===== src/rtl/psram_ctrl_pkg.sv =====
package psram_ctrl_pkg;

    typedef enum logic [2:0] {
        ST_IDLE,
        ST_WR_STRB,
        ST_WR_REC,
        ST_RD_TURN,
        ST_RD_WAIT
    } state_t;

    typedef struct packed {
        logic ce_n;
        logic we_n;
        logic oe_n;
    } strobe_t;

    localparam strobe_t STROBE_IDLE = '{ce_n: 1'b1, we_n: 1'b1, oe_n: 1'b1};

    function automatic int imax(input int a, input int b);
        return (a > b) ? a : b;
    endfunction

    function automatic int ns_to_cyc(input int ns, input int clk_ns);
        return (ns + clk_ns - 1) / clk_ns;
    endfunction

    // full cycle time for reads and writes
    function automatic int cycle_ns(input int grade);
        return (grade == 60) ? 60 : 70;
    endfunction

    // strobe must cover pulse width, select/address to end of write, data setup
    function automatic int strobe_ns(input int grade);
        int sel_ns;
        int dsu_ns;
        sel_ns = (grade == 60) ? 55 : 60;
        dsu_ns = (grade == 60) ? 25 : 30;
        return imax(imax(50, sel_ns), dsu_ns);
    endfunction

    function automatic int oe_access_ns();
        return 20;
    endfunction

endpackage


===== src/rtl/psram_phase_timer.sv =====
module psram_phase_timer #(
    parameter int W = 4
) (
    input  logic         clk,
    input  logic         rst,
    input  logic         load,
    input  logic [W-1:0] load_val,
    output logic         zero
);
    logic [W-1:0] cnt;

    always_ff @(posedge clk) begin
        if (rst)
            cnt <= '0;
        else if (load)
            cnt <= load_val;
        else if (cnt != '0)
            cnt <= cnt - 1'b1;
    end

    assign zero = (cnt == '0);
endmodule


===== src/rtl/psram_lane.sv =====
module psram_lane #(
    parameter int LANE_W = 8
) (
    input  logic              clk,
    input  logic              rst,
    input  logic              start,
    input  logic              en,
    input  logic              is_wr,
    input  logic [LANE_W-1:0] wbyte,
    input  logic              drop,
    input  logic              capture,
    input  logic [LANE_W-1:0] din,
    output logic              lane_n,
    output logic [LANE_W-1:0] dq_o,
    output logic              dq_oe,
    output logic [LANE_W-1:0] rbyte
);
    always_ff @(posedge clk) begin
        if (rst) begin
            lane_n <= 1'b1;
            dq_o   <= '0;
            dq_oe  <= 1'b0;
            rbyte  <= '0;
        end else begin
            if (start && en) begin
                lane_n <= 1'b0;
                if (is_wr) begin
                    dq_o  <= wbyte;
                    dq_oe <= 1'b1;
                end
            end
            if (drop) begin
                lane_n <= 1'b1;
                dq_oe  <= 1'b0;
            end
            if (capture)
                rbyte <= lane_n ? '0 : din;
        end
    end
endmodule


===== src/rtl/psram_ctrl.sv =====
module psram_ctrl
    import psram_ctrl_pkg::*;
#(
    parameter int SPEED_GRADE = 70,
    parameter int CLK_NS      = 10,
    parameter int ADDR_W      = 20,
    parameter int LANE_W      = 8,
    parameter int LANES       = 2
) (
    input  logic                    clk,
    input  logic                    rst,
    input  logic                    req,
    input  logic                    req_we,
    input  logic [ADDR_W-1:0]       req_addr,
    input  logic [LANE_W*LANES-1:0] req_wdata,
    input  logic [LANES-1:0]        req_be,
    output logic                    ack,
    output logic [LANE_W*LANES-1:0] rdata,
    output logic [ADDR_W-1:0]       mem_addr,
    output logic                    mem_ce_n,
    output logic                    mem_we_n,
    output logic                    mem_oe_n,
    output logic [LANES-1:0]        mem_be_n,
    output logic [LANE_W*LANES-1:0] mem_dq_o,
    output logic [LANES-1:0]        mem_dq_oe,
    input  logic [LANE_W*LANES-1:0] mem_dq_i
);
    localparam int WP_CYC   = ns_to_cyc(strobe_ns(SPEED_GRADE), CLK_NS);
    localparam int WC_CYC   = imax(ns_to_cyc(cycle_ns(SPEED_GRADE), CLK_NS), WP_CYC);
    localparam int REC_CYC  = WC_CYC - WP_CYC;
    localparam int RD_CYC   = imax(ns_to_cyc(cycle_ns(SPEED_GRADE), CLK_NS),
                                   ns_to_cyc(oe_access_ns(), CLK_NS) + 1);
    localparam int CNT_W    = $clog2(imax(WC_CYC, RD_CYC) + 1);
    localparam int REC_LOAD = (REC_CYC > 0) ? REC_CYC - 1 : 0;

    state_t            state, state_d;
    strobe_t           strb, strb_d;
    logic              ack_d;
    logic              t_load, t_zero;
    logic [CNT_W-1:0]  t_val;
    logic              ln_start, ln_drop, ln_capture;
    logic [ADDR_W-1:0] addr_q;

    psram_phase_timer #(.W(CNT_W)) u_timer (
        .clk      (clk),
        .rst      (rst),
        .load     (t_load),
        .load_val (t_val),
        .zero     (t_zero)
    );

    always_comb begin
        state_d    = state;
        strb_d     = strb;
        ack_d      = 1'b0;
        t_load     = 1'b0;
        t_val      = '0;
        ln_start   = 1'b0;
        ln_drop    = 1'b0;
        ln_capture = 1'b0;
        case (state)
            ST_IDLE: begin
                if (req && (req_be != '0)) begin
                    ln_start    = 1'b1;
                    strb_d.ce_n = 1'b0;
                    strb_d.we_n = ~req_we;
                    t_load      = 1'b1;
                    t_val       = req_we ? CNT_W'(WP_CYC - 1) : '0;
                    state_d     = req_we ? ST_WR_STRB : ST_RD_TURN;
                end else if (req) begin
                    ack_d = 1'b1;
                end
            end
            ST_WR_STRB: begin
                if (t_zero) begin
                    ln_drop = 1'b1;
                    strb_d  = STROBE_IDLE;
                    if (REC_CYC == 0) begin
                        ack_d   = 1'b1;
                        state_d = ST_IDLE;
                    end else begin
                        t_load  = 1'b1;
                        t_val   = CNT_W'(REC_LOAD);
                        state_d = ST_WR_REC;
                    end
                end
            end
            ST_WR_REC: begin
                if (t_zero) begin
                    ack_d   = 1'b1;
                    state_d = ST_IDLE;
                end
            end
            ST_RD_TURN: begin
                strb_d.oe_n = 1'b0;
                t_load      = 1'b1;
                t_val       = CNT_W'(RD_CYC - 2);
                state_d     = ST_RD_WAIT;
            end
            ST_RD_WAIT: begin
                if (t_zero) begin
                    ln_capture = 1'b1;
                    ln_drop    = 1'b1;
                    strb_d     = STROBE_IDLE;
                    ack_d      = 1'b1;
                    state_d    = ST_IDLE;
                end
            end
            default: begin
                strb_d  = STROBE_IDLE;
                state_d = ST_IDLE;
            end
        endcase
    end

    always_ff @(posedge clk) begin
        if (rst) begin
            state  <= ST_IDLE;
            strb   <= STROBE_IDLE;
            ack    <= 1'b0;
            addr_q <= '0;
        end else begin
            state <= state_d;
            strb  <= strb_d;
            ack   <= ack_d;
            if (ln_start)
                addr_q <= req_addr;
        end
    end

    for (genvar g = 0; g < LANES; g++) begin : g_lane
        psram_lane #(.LANE_W(LANE_W)) u_lane (
            .clk     (clk),
            .rst     (rst),
            .start   (ln_start),
            .en      (req_be[g]),
            .is_wr   (req_we),
            .wbyte   (req_wdata[g*LANE_W +: LANE_W]),
            .drop    (ln_drop),
            .capture (ln_capture),
            .din     (mem_dq_i[g*LANE_W +: LANE_W]),
            .lane_n  (mem_be_n[g]),
            .dq_o    (mem_dq_o[g*LANE_W +: LANE_W]),
            .dq_oe   (mem_dq_oe[g]),
            .rbyte   (rdata[g*LANE_W +: LANE_W])
        );
    end

    assign mem_addr = addr_q;
    assign mem_ce_n = strb.ce_n;
    assign mem_we_n = strb.we_n;
    assign mem_oe_n = strb.oe_n;
endmodule


===== config.mk =====
export PLATFORM = sky130hd
export DESIGN_NAME = psram_ctrl
export DESIGN_NICKNAME = d
export VERILOG_FILES = /design/src/rtl/psram_ctrl_pkg.sv /design/src/rtl/psram_phase_timer.sv /design/src/rtl/psram_lane.sv /design/src/rtl/psram_ctrl.sv
export SDC_FILE = /design/constraint.sdc
export NUM_CORES = 1
export LEC_CHECK = 0
export BUFFER_PORTS_ARGS = -buffer_cell sky130_fd_sc_hd__buf_4
export CAP_MARGIN = 20
export CORE_AREA = 3 3 82 84
export CTS_BUF_LIST = sky130_fd_sc_hd__clkbuf_16
export DETAILED_ROUTE_END_ITERATION = 8
export DIE_AREA = 0 0 85 87
export HOLD_SLACK_MARGIN = 0.02
export PLACE_DENSITY = 0.8
export REMOVE_ABC_BUFFERS = 1
export SLEW_MARGIN = 30
export SYNTH_ARGS = -nofsm -noshare
export SYNTH_HDL_FRONTEND = slang
export SYNTH_SLANG_ARGS = --single-unit

===== constraint.sdc =====
create_clock -name clk -period 2.5 [get_ports clk]
set_clock_uncertainty 0.2 [all_clocks]
set_input_delay 0.5 -clock clk [delete_from_list [all_inputs] [get_ports clk]]
set_output_delay 0.5 -clock clk [all_outputs]
set_load 0.05 [all_outputs]

; ---- Word-level counts from Yosys, hierarchy flattened
; Cells that the tools add are included.
[totals]
word_cells = 70
reg_bits = 66
out_inout_bits = 60
[classes]
muxes = 25
n_addsub = 1
n_eq_ne = 8
bitwise_logic = 3
n_reduce_logical = 18
[op_table]
columns = cell, count
row1 = 3-bit two-way mux, 8
row2 = 8-bit two-way mux, 2
row3 = 3-bit one-hot mux with 4 select lines, 1
row4 = 2-bit OR reduction, 5
row5 = 1-bit two-way mux, 7
row6 = "3-bit by 2-bit equality test with 1-bit output, second input constant", 2
row7 = 3-bit logical NOT, 2
row8 = 1-bit one-hot mux with 3 select lines, 2
row9 = 2-bit one-hot mux with 3 select lines, 1
row10 = 3-bit one-hot mux with 2 select lines, 1
row11 = 2-bit AND reduction, 3
row12 = 3-bit AND reduction, 2
row13 = 2-bit two-way mux, 2
row14 = "2-bit by 1-bit inequality test with 1-bit output, second input constant", 2
row15 = "2-bit inequality test, second input constant", 2
row16 = 2-bit nonzero test, 2
row17 = "3-bit by 1-bit equality test with 1-bit output, second input constant", 1
row18 = "3-bit equality test, second input constant", 1
row19 = 1-bit logical AND, 3
row20 = 1-bit inverter, 3
row21 = 3-bit nonzero test, 1
row22 = "3-bit by 1-bit subtractor with 3-bit output, second input constant", 1
row23 = 1-bit one-hot mux with 2 select lines, 1

; ---- Longest topological paths before layout
; Gate-level depths: netlist of the first run.
[logic_depth]
depth_word = 6
depth_mapped = 8
mapped_depth_nobuf = 6

; ---- Hierarchy
; From an unflattened synthesis of the first run, not the netlist that was laid out.
[hier_totals]
cells_unflattened = 313
hier_area_um2 = 2942.8
[by_module_without_submodules]
columns = mod, seq_area_each_um2, cells_each, n_inst, area_each_um2
row1 = psram_lane, 360.3, 75, 2, 797.0
row2 = psram_ctrl, 540.5, 141, 1, 1142.3
row3 = psram_phase_timer, 60.1, 22, 1, 206.4

; ---- Worst setup path after synthesis of the first run
; OpenSTA, ideal clock, no wires.
[synth_timing]
kind = register to register
startpoint = register u_timer.cnt[0]
endpoint = register strb, in the netlist mem_we_n
path_buffers = 0
stages_incl_launch_ff = 7
t_arrival_ns = 1.586
synth_period_minus_slack_ns = 1.927
setup_ns = 0.141
setup_slack_ns = 0.573
cell_sequence = dfxtp_1 -> inv_1 -> ha_1 -> ha_1 -> or4b_2 -> o31ai_1 -> a221oi_1
[synth_via]
elab_chain_len = 3
[synth_lines]
columns = item, line
row1 = "start, declared", psram_phase_timer.sv:10  ; logic [W-1:0] cnt;
row2 = "start signal, assigned", psram_phase_timer.sv:16  ; cnt <= load_val;
row3 = "start signal, assigned", psram_phase_timer.sv:18  ; cnt <= cnt - 1'b1;
row4 = 3-bit logical NOT, psram_phase_timer.sv:21  ; assign zero = (cnt == '0);
row5 = 2-bit by 1-bit inequality test with 1-bit output (no source line), -
row6 = 3-bit AND reduction (no source line), -
row7 = "end signal, assigned", psram_ctrl.sv:124  ; strb <= strb_d;
row8 = "end, declared", psram_ctrl.sv:37  ; strobe_t strb, strb_d;
; No other way between the ends.
; A chain may end at the register's enable or synchronous reset.

; ---- Worst setup path after layout of the first run
[layout_timing]
startpoint = register u_timer.cnt[0]
endpoint = register g_lane[1].u_lane.rbyte[1]
[layout_via]
elab_chain_len = 3
[layout_lines]
columns = item, line
row1 = 3-bit logical NOT, psram_phase_timer.sv:21
row2 = 1-bit two-way mux, psram_ctrl.sv:101  ; if (t_zero) begin
row3 = 1-bit two-way mux, psram_ctrl.sv:61  ; case (state)
row4 = "end signal, assigned", psram_lane.sv:37  ; rbyte <= lane_n ? '0 : din;
row5 = "end, declared", psram_lane.sv:16  ; output logic [LANE_W-1:0] rbyte
; No other way between the ends.

==> results of run 1 <==
-- area by class of cell --
type,instances,share of cell area [%]
clock inverter,6,2.36
multi-input combinational,192,31.0
tap,75,2.39
inverter,7,0.670
sequential,66,33.7
clock buffer,9,5.74
timing repair buffer,126,24.1
-- path summary, 6_finish.rpt --
kind | cells past startpoint | slack, ns | endpoint | startpoint
worst max register to register | 6 | 0.39 | g_lane[1].u_lane.rbyte[1]$_SDFFE_PP0P_ | u_timer.cnt[0]$_SDFFE_PP0P_
worst min-delay path | 2 | 0.18 | g_lane[1].u_lane.rbyte[3]$_SDFFE_PP0P_ | mem_dq_i[11]
worst min register to register | 2 | 0.26 | g_lane[1].u_lane.dq_o[3]$_SDFFE_PP0P_ | g_lane[1].u_lane.dq_o[3]$_SDFFE_PP0P_
worst max-delay path | 6 | 0.39 | g_lane[1].u_lane.rbyte[1]$_SDFFE_PP0P_ | u_timer.cnt[0]$_SDFFE_PP0P_
-- kinds of logic (layout without fill, tap and decap cells) --
group           Yosys count  after routing  synth area share, %
fa+ha+maj                 2              2                0.916
simple gates             86             86                 17.1
flops                    66             66                 48.4
mux                      16             16                 5.86
compound gates           86             86                 19.9
xor+xnor                  2              2                0.641
buf+inv                  37            148                 7.24
-- through the flow --
step           setup slack, ns  util [%]
6_report                 0.394      65.5
5_1_grt                  0.235      65.5
4_1_cts                  0.349      65.5
3_5_place_dp             0.184      60.2
3_3_place_gp             0.249      60.2
2_1_floorplan            0.136         -
-- routing by layer --
metal  up-vias  part of all wire [%]  wire length [um]
met5         -                     0                 0
met4         0                   1.5               103
met3        11                    10               735
met2       112                    46              3240
met1      1129                    42              2920
li1       1252                     -                 -
-- state kept, by name, indices dropped and copies added, names as in the netlist, 2 cells and up --
register	cells
g_lane.u_lane.rbyte	16
g_lane.u_lane.dq_oe	2
state	3
g_lane.u_lane.lane_n	2
g_lane.u_lane.dq_o	16
u_timer.cnt	3
mem_addr	20
-- report_power, final --
part / internal, W / total, W / switching (W)
Sequential: 0.00115 / 0.00121 / 0.0000608
Clock: 0.000869 / 0.00132 / 0.000451
Combinational: 0.000362 / 0.000992 / 0.000630
-- synth_stat cells (all sizes together) --
master	count	area (um^2)
dfxtp	66	1320
nand2	37	139
a21oi	27	135
o21ai	24	120
nand3	21	105
mux2i	16	160
a22o	15	131
buf	15	115
clkbuf	15	56.3
inv	6	22.5
nor2	6	22.5
nor3	5	57.6
o21a	4	30.0
o31ai	3	22.5
a211oi	2	15.0
and2	2	12.5
and3	2	12.5
ha	2	25.0
nand2b	2	12.5
nor2b	2	12.5
nor4b	2	17.5
o21bai	2	15.0
o32ai	2	17.5
or3b	2	17.5
xor2	2	17.5
a2111oi	1	8.76
a21o	1	7.51
a221oi	1	8.76
a31oi	1	6.26
clkinv	1	3.75
nand4bb	1	27.5
nor3b	1	7.51
nor4	1	6.26
o21ba	1	10.0
o221ai	1	8.76
o22ai	1	6.26
or2	1	6.26
or4b	1	10.0
==> impl_summary.md, run 1 <==
STA
The post-route worst hold slack is ~0.18 ns. The number of hold violations in the final report is 0. The highest achievable clock rate is 0.475 GHz.

The sum of negative setup slack is 0 ns. Headroom to the max-slew limit came out at 50.1%. The total setup violations reported at the end of the flow is 0. The number of slew-limit violations in the final report was 0.

The final critical-path required period is 2.11 ns. For the pin with the worst max-slew slack, the measured transition is 0.748 ns. The final worst-path cycle share is 84.2%. Setup repair after global routing left no endpoint under its margin.

Floorplanning
The standard cell core area is 5990 um^2. The total die area is ~7400 um^2. The overall die height is between 80 and 90 um. The number of standard-cell rows in the floorplan is 28. The count of pins on the block boundary is 118. The effective utilization at floorplan is about 46%. The floorplan step set the die width to ~85 um.

Worst setup path
The cell occurring most often along the worst timing path is sky130_fd_sc_hd__ha_1. The critical path class is flop to flop. The cell with the biggest individual delay on the critical path is sky130_fd_sc_hd__and2_0. The critical path arrival is between 2 and 2.5 ns. The worst setup path is launched from a flop. The critical path goes through inv_1 > ha_1 > ha_1 > nand4bb_4 > and2_0 > a22o_1. The highest net fanout along the worst path is 15.

The worst setup path is captured at a flop. The worst endpoint required time is around 2.6 ns. The largest single stage delay on the critical path is approximately 0.63 ns. The top cell family by delay on the critical path is simple AND/OR/NAND/NOR gates.

Together, buffers and inverters on the worst path number 1.

Logic synthesis
The synthesized area is around 2700 um^2. The part of the Yosys area used for sequential elements is between 40% and 50%. After technology mapping, the gate count stands at roughly 300. The average size of a mapped cell is between 9 and 10 um^2.

Counting distinct cell types in the post-synthesis netlist gives 45. Yosys printed 0 warnings. In this run, synthesis produced a sequential element count of 66.

GRT
The routing usage on met3 is 7.47%. The first global-routing pass estimated 11200 um of wire. The number of antenna violations at the first check in global routing came to 0. The global routing stage identified its most utilized layer as met2. The global-route met2 utilization is 30.5%. The global routing usage summed across all routing layers is roughly a fifth.

The largest net degree at the start of global routing is 35. The met1 routing resource usage after global routing is between 20% and 30%. The number of global-route vias before repair was between 2k and 2.5k.

Summed over all layers, the global routing overflow is 0.

Route
Summed over all layers, the routed wires come to around 7000 um. After detailed routing, the average wire length per cell comes to 14.6 um. The routed layout has 2504 vias. Dividing the detail-routed via count by the number of cells gives between 5 and 6. The remaining antenna violation count is 0. The number of iterations in the first detailed-routing pass is 4. The DRC marker count from the first detailed-route iteration is around 110.

The remaining routing DRC violations is 0.

Run
Across the run, the number of max-cap violations was 0.

Clock network
In this run the post-CTS setup repair buffer count came out at 0. The tree is rooted in a sky130_fd_sc_hd__clkbuf_16. In this run, post-CTS repair resized a total of 0 instances.

The H-tree depth is 3. The CTS tree is done. The clock reaches the later pin of the worst-skew pair after 0.32 ns.

The buffer levels on the longest clock path is 2. The TritonCTS sink count is 66. Clock-pin slew was measured on the worst setup and hold paths at approximately 0.050 ns. In this run, CTS created clock tree buffers numbering 9. After clock tree synthesis, the flow added hold-fix buffers numbering 0.

Final layout
The number of antenna diodes is 0. The proportion of layout cells with a drive suffix above 1 is between 30 and 40%. The post-route standard cell area excluding fillers is about 4000 um^2.

After the flow finishes, the layout carries non-filler instances totaling between 400 and 500. Leaving out fill and tap cells, the most frequent cell in the layout is sky130_fd_sc_hd__buf_4. In the layout the commonest cells are 126 x sky130_fd_sc_hd__buf_4, 66 x sky130_fd_sc_hd__dfxtp_1, 37 x sky130_fd_sc_hd__nand2_1.

The number of fill cells is a little under 500. The area used by sequential logic in the layout is about 1300 um^2. The area taken by multi-input logic gates is ~1200 um^2.

Compared with the post-synthesis result, the final layout area differs by 43.6%. At the end of the flow, the number of nets in the layout was about 460.

Hold path
The tightest min-delay check is of the input pin to flop type.

Place
In this run the cell area measured after placement is around 3600 um^2. In this run, placement finished with an instance count of 466. The final RePlAce weighted congestion is between 0.8 and 0.9.

Detailed placement ended at an HPWL of 4940 um. The count of buffers added on input and output ports is about 120.

Power and ir drop
The highest ir drop seen on vdd is between 500 and 600 uV. The static leakage is roughly 1.7 nW. The overall power consumption is between 0.003 and 0.004 W.

The ratio of total power to cell area is 899 nW/um^2.

Outcome
The run finished with clean final reports.
Power figures use the tool's default switching activity.
==> run 2, diff against run 1 <==
==> constraint.sdc (replaced) <==
create_clock -name clk -period 1.97 [get_ports clk]
set_clock_uncertainty 0.2 [all_clocks]
set_input_delay 0.394 -clock clk [delete_from_list [all_inputs] [get_ports clk]]
set_output_delay 0.394 -clock clk [all_outputs]
set_load 0.05 [all_outputs]
==> run 2 against run 1 <==
  * Via count up 2.2%
  * Sequential share of layout area down 0.57 points
  * Hold slack worse by 0.11 ns
  * Total power up 29%
  * Non-clock buffer count up 5
  * Die area unchanged
  * Critical path depth up 1
  * Global-route usage down 0.23 points
  * Sequential power up 27%
  * Final cell count up 1.2%
  * Flip-flop and latch count unchanged
  * Core utilization up 1.2 points
  * Largest power group unchanged
==> impl_summary.md, run 2 (synthesis gave the netlist of run 1 again) <==
Place
The count of buffers from port buffering is 117 (unchanged). The final RePlAce weighted congestion was 0.907 (+6.1%). The half-perimeter wire length of the detailed placement result is 4940 um (about the same).

Route
The remaining routing DRC violations is 0 (unchanged). The DRC marker count from the first detailed-route iteration came to 137 (+30%). The detailed-route vias per instance is 5.26 (+0.98%). The via count of the routed design came to 2560 (+2.2%). The number of iterations in the first detailed-routing pass was 5 (+1). The final routed wirelength across all metal layers is 6870 um (-1.9%). The remaining antenna violation count is 0 (unchanged).

The wire length per cell after detailed routing came to 14.1 um (-3.1%).

STA
The relative slew slack is 66.8% (+17 points). The final critical-path required period is 1.89 ns (-0.211 ns). The number of slew-limit violations in the final report is 0 (unchanged).

The sum of negative setup slack is 0 ns (unchanged). The total setup violations reported at the end of the flow was 0 (unchanged). The slew of the pin with the lowest slew margin is 0.495 ns (-0.252 ns). The post-route worst hold slack is 0.0723 ns (-0.111 ns). The number of hold violations in the final report is 0 (unchanged). Setup repair after global routing could not meet its margin everywhere. The final worst-path cycle share came to 96.2% (+12 points). The highest achievable clock rate is 0.528 GHz (+11%).

Power and ir drop
The net load switching power is 0.00146 W (+28%). The cell-internal power is 0.00307 W (+29%). The switching share of power is 32.3% (-0.089 points). The overall power consumption is 0.00453 W (+29%). The ratio of total power to cell area is 1130 nW/um^2 (+26%). The part of the power in the clock network was 37.1% (-0.4 points). The static leakage was 1.72 nW (+2.1%). The relative contribution of combinational cells to total power came to 28.9% (+0.8 points). The part of the total power dissipated in sequential elements is 34.0% (-0.4 points). The highest ir drop seen on vdd is 683 uV (+26%).

Final layout
The final core area utilization was 66.7% (+1.2 points). The proportion of layout cells with a drive suffix above 1 is 38.6% (+1.4 points). The number of antenna diodes is 0 (unchanged). The net count of the finished layout is 467 (+1.1%). The number of flip-flops in the largest register came to 20 (unchanged). The number of fill cells was 483 (-1.0%). Leaving out fill and tap cells, the most frequent cells in the layout are 129 x sky130_fd_sc_hd__buf_4, 65 x sky130_fd_sc_hd__dfxtp_1, 37 x sky130_fd_sc_hd__nand2_1. The synthesis-to-layout area growth is 46.2%. Leaving out fill and tap cells, the most frequent cell in the layout is sky130_fd_sc_hd__buf_4.

Clock network
The number of setup buffers added after CTS is 0 (unchanged). The clock latency on the worst-skew pair is 0.32 ns (about the same). The clock transition at the registers of the reported paths is 0.06 ns (about the same). The TritonCTS sink count is 66 (unchanged). The total CTS buffers was 9 (unchanged). The H-tree depth is 3 (unchanged). TritonCTS built the clock tree. The buffer levels on the longest clock path is 2 (unchanged).

The cell sitting at the root of the clock tree is a sky130_fd_sc_hd__clkbuf_16. The number of hold buffers added after CTS is 0 (unchanged). The post-cts repair resize count is 0 (unchanged).

Floorplanning
The overall die height came to 87 um (unchanged). The effective utilization at floorplan is 45.6% (unchanged). The standard cell core area was 5990 um^2 (unchanged).

The count of pins on the block boundary came to 118 (unchanged). The number of standard-cell rows in the floorplan is 28 (unchanged). The overall die width is 85 um (unchanged). The total die area came to 7400 um^2 (unchanged).

Worst setup path
The worst endpoint required time is 1.96 ns (-0.60 ns). In this run the worst setup path terminates at mem_we_n$_SDFFE_PP1P_. The highest net fanout along the worst path came to 7 (-8). The type of destination of the critical path is a flop. The length in cells of the worst reg-to-reg path is 7 (+1). The register-to-register setup slack came to 0.08 ns (-0.32 ns). The critical path arrival is 1.89 ns (-0.28 ns). The critical path launch point type is a flop. The endpoint identified for the worst register-to-register timing path is mem_we_n$_SDFFE_PP1P_. The origin of the critical flop-to-flop path is u_timer.cnt[0]$_SDFFE_PP0P_.

Tracing the worst setup path back leads to its startpoint at u_timer.cnt[0]$_SDFFE_PP0P_. The critical path class is flop to flop.

Outcome
The flow ran to the end, and the final reports show no timing, DRC or antenna violations.

GRT
The number of global-route vias before repair is 2385 (-0.084%). The global routing usage summed across all routing layers was 18.8% (-0.23 points). The first-pass GRT wire length is 11200 um (about the same). The largest net degree at the start of global routing was 29 (-17%). The number of antenna violations at the first check in global routing is 0 (unchanged). The overflow left after global routing is 0 (unchanged).

Run
The reported max-cap violation count is 0 (unchanged).

Hold path
The cell depth of the worst hold path is 2 (unchanged). The tightest min-delay check is of the input pin to flop type.
==> run 2: how the worst min path moves through the flow <==
stage                                                 from                                endpoint  slack (ns)
floorplan                      u_timer.cnt[1]$_SDFFE_PP0P_             u_timer.cnt[1]$_SDFFE_PP0P_        0.25
global placement    g_lane[0].u_lane.rbyte[7]$_SDFFE_PP0P_  g_lane[0].u_lane.rbyte[7]$_SDFFE_PP0P_        0.24
detailed placement  g_lane[0].u_lane.rbyte[7]$_SDFFE_PP0P_  g_lane[0].u_lane.rbyte[7]$_SDFFE_PP0P_        0.24
CTS                                           mem_dq_i[11]  g_lane[1].u_lane.rbyte[3]$_SDFFE_PP0P_        0.07
global route                                   mem_dq_i[0]  g_lane[0].u_lane.rbyte[0]$_SDFFE_PP0P_        0.07
finish                                        mem_dq_i[11]  g_lane[1].u_lane.rbyte[3]$_SDFFE_PP0P_        0.07
==> run 2: cell type report <==
cell class	count	area, um^2	area share [%]
clock buffer	9	225	5.64
multi-input combinational	192	1220	30.6
sequential	66	1320	33.1
inverter	7	26.3	0.658
tap	75	93.8	2.35
clock inverter	7	93.8	2.35
timing repair buffer	131	1010	25.3
==> run 2: layer usage <==
metal  vias up  routed length, um  GRT usage (%)
met1      1163               2950           24.2
met2       112               3130           29.0
met4         0                 85           6.47
li1       1276                  -              -
met3         9                698           7.10
met5         -                  0              0
==> run 2: critical path: stages, from the launching register on <==
cell,delay [ns]
sky130_fd_sc_hd__dfxtp_2,0.33
sky130_fd_sc_hd__inv_1,0.04
sky130_fd_sc_hd__ha_1,0.18
sky130_fd_sc_hd__ha_1,0.18
sky130_fd_sc_hd__buf_4,0.16
sky130_fd_sc_hd__nand2b_1,0.18
sky130_fd_sc_hd__a2111oi_2,0.40
sky130_fd_sc_hd__a221oi_1,0.09
==> run 2: through the flow <==
stage / std cells / instance area, um^2 / worst slack [ns]
after detailed placement: 471 / 3670 / 0.0348
after floorplan: 265 / 2560 / -0.394
after CTS: 487 / 3990 / 0.0335
final: 487 / 3990 / 0.0751
after global routing: 487 / 3990 / -0.0114
after global placement: 471 / 3670 / 0.0843
==> run 2: power groups by stage <==
| stage | logic (W) | clock network [W] | registers, W |
|---|---|---|---|
| finish | 0.00131 | 0.00168 | 0.00154 |
| global route | 0.00143 | 0.00178 | 0.00155 |
| CTS | 0.00131 | 0.00171 | 0.00153 |
| detailed placement | 0.00131 | 0 | 0.00156 |
| global placement | 0.00128 | 0 | 0.00156 |
| floorplan | 0.000512 | 0 | 0.00187 |
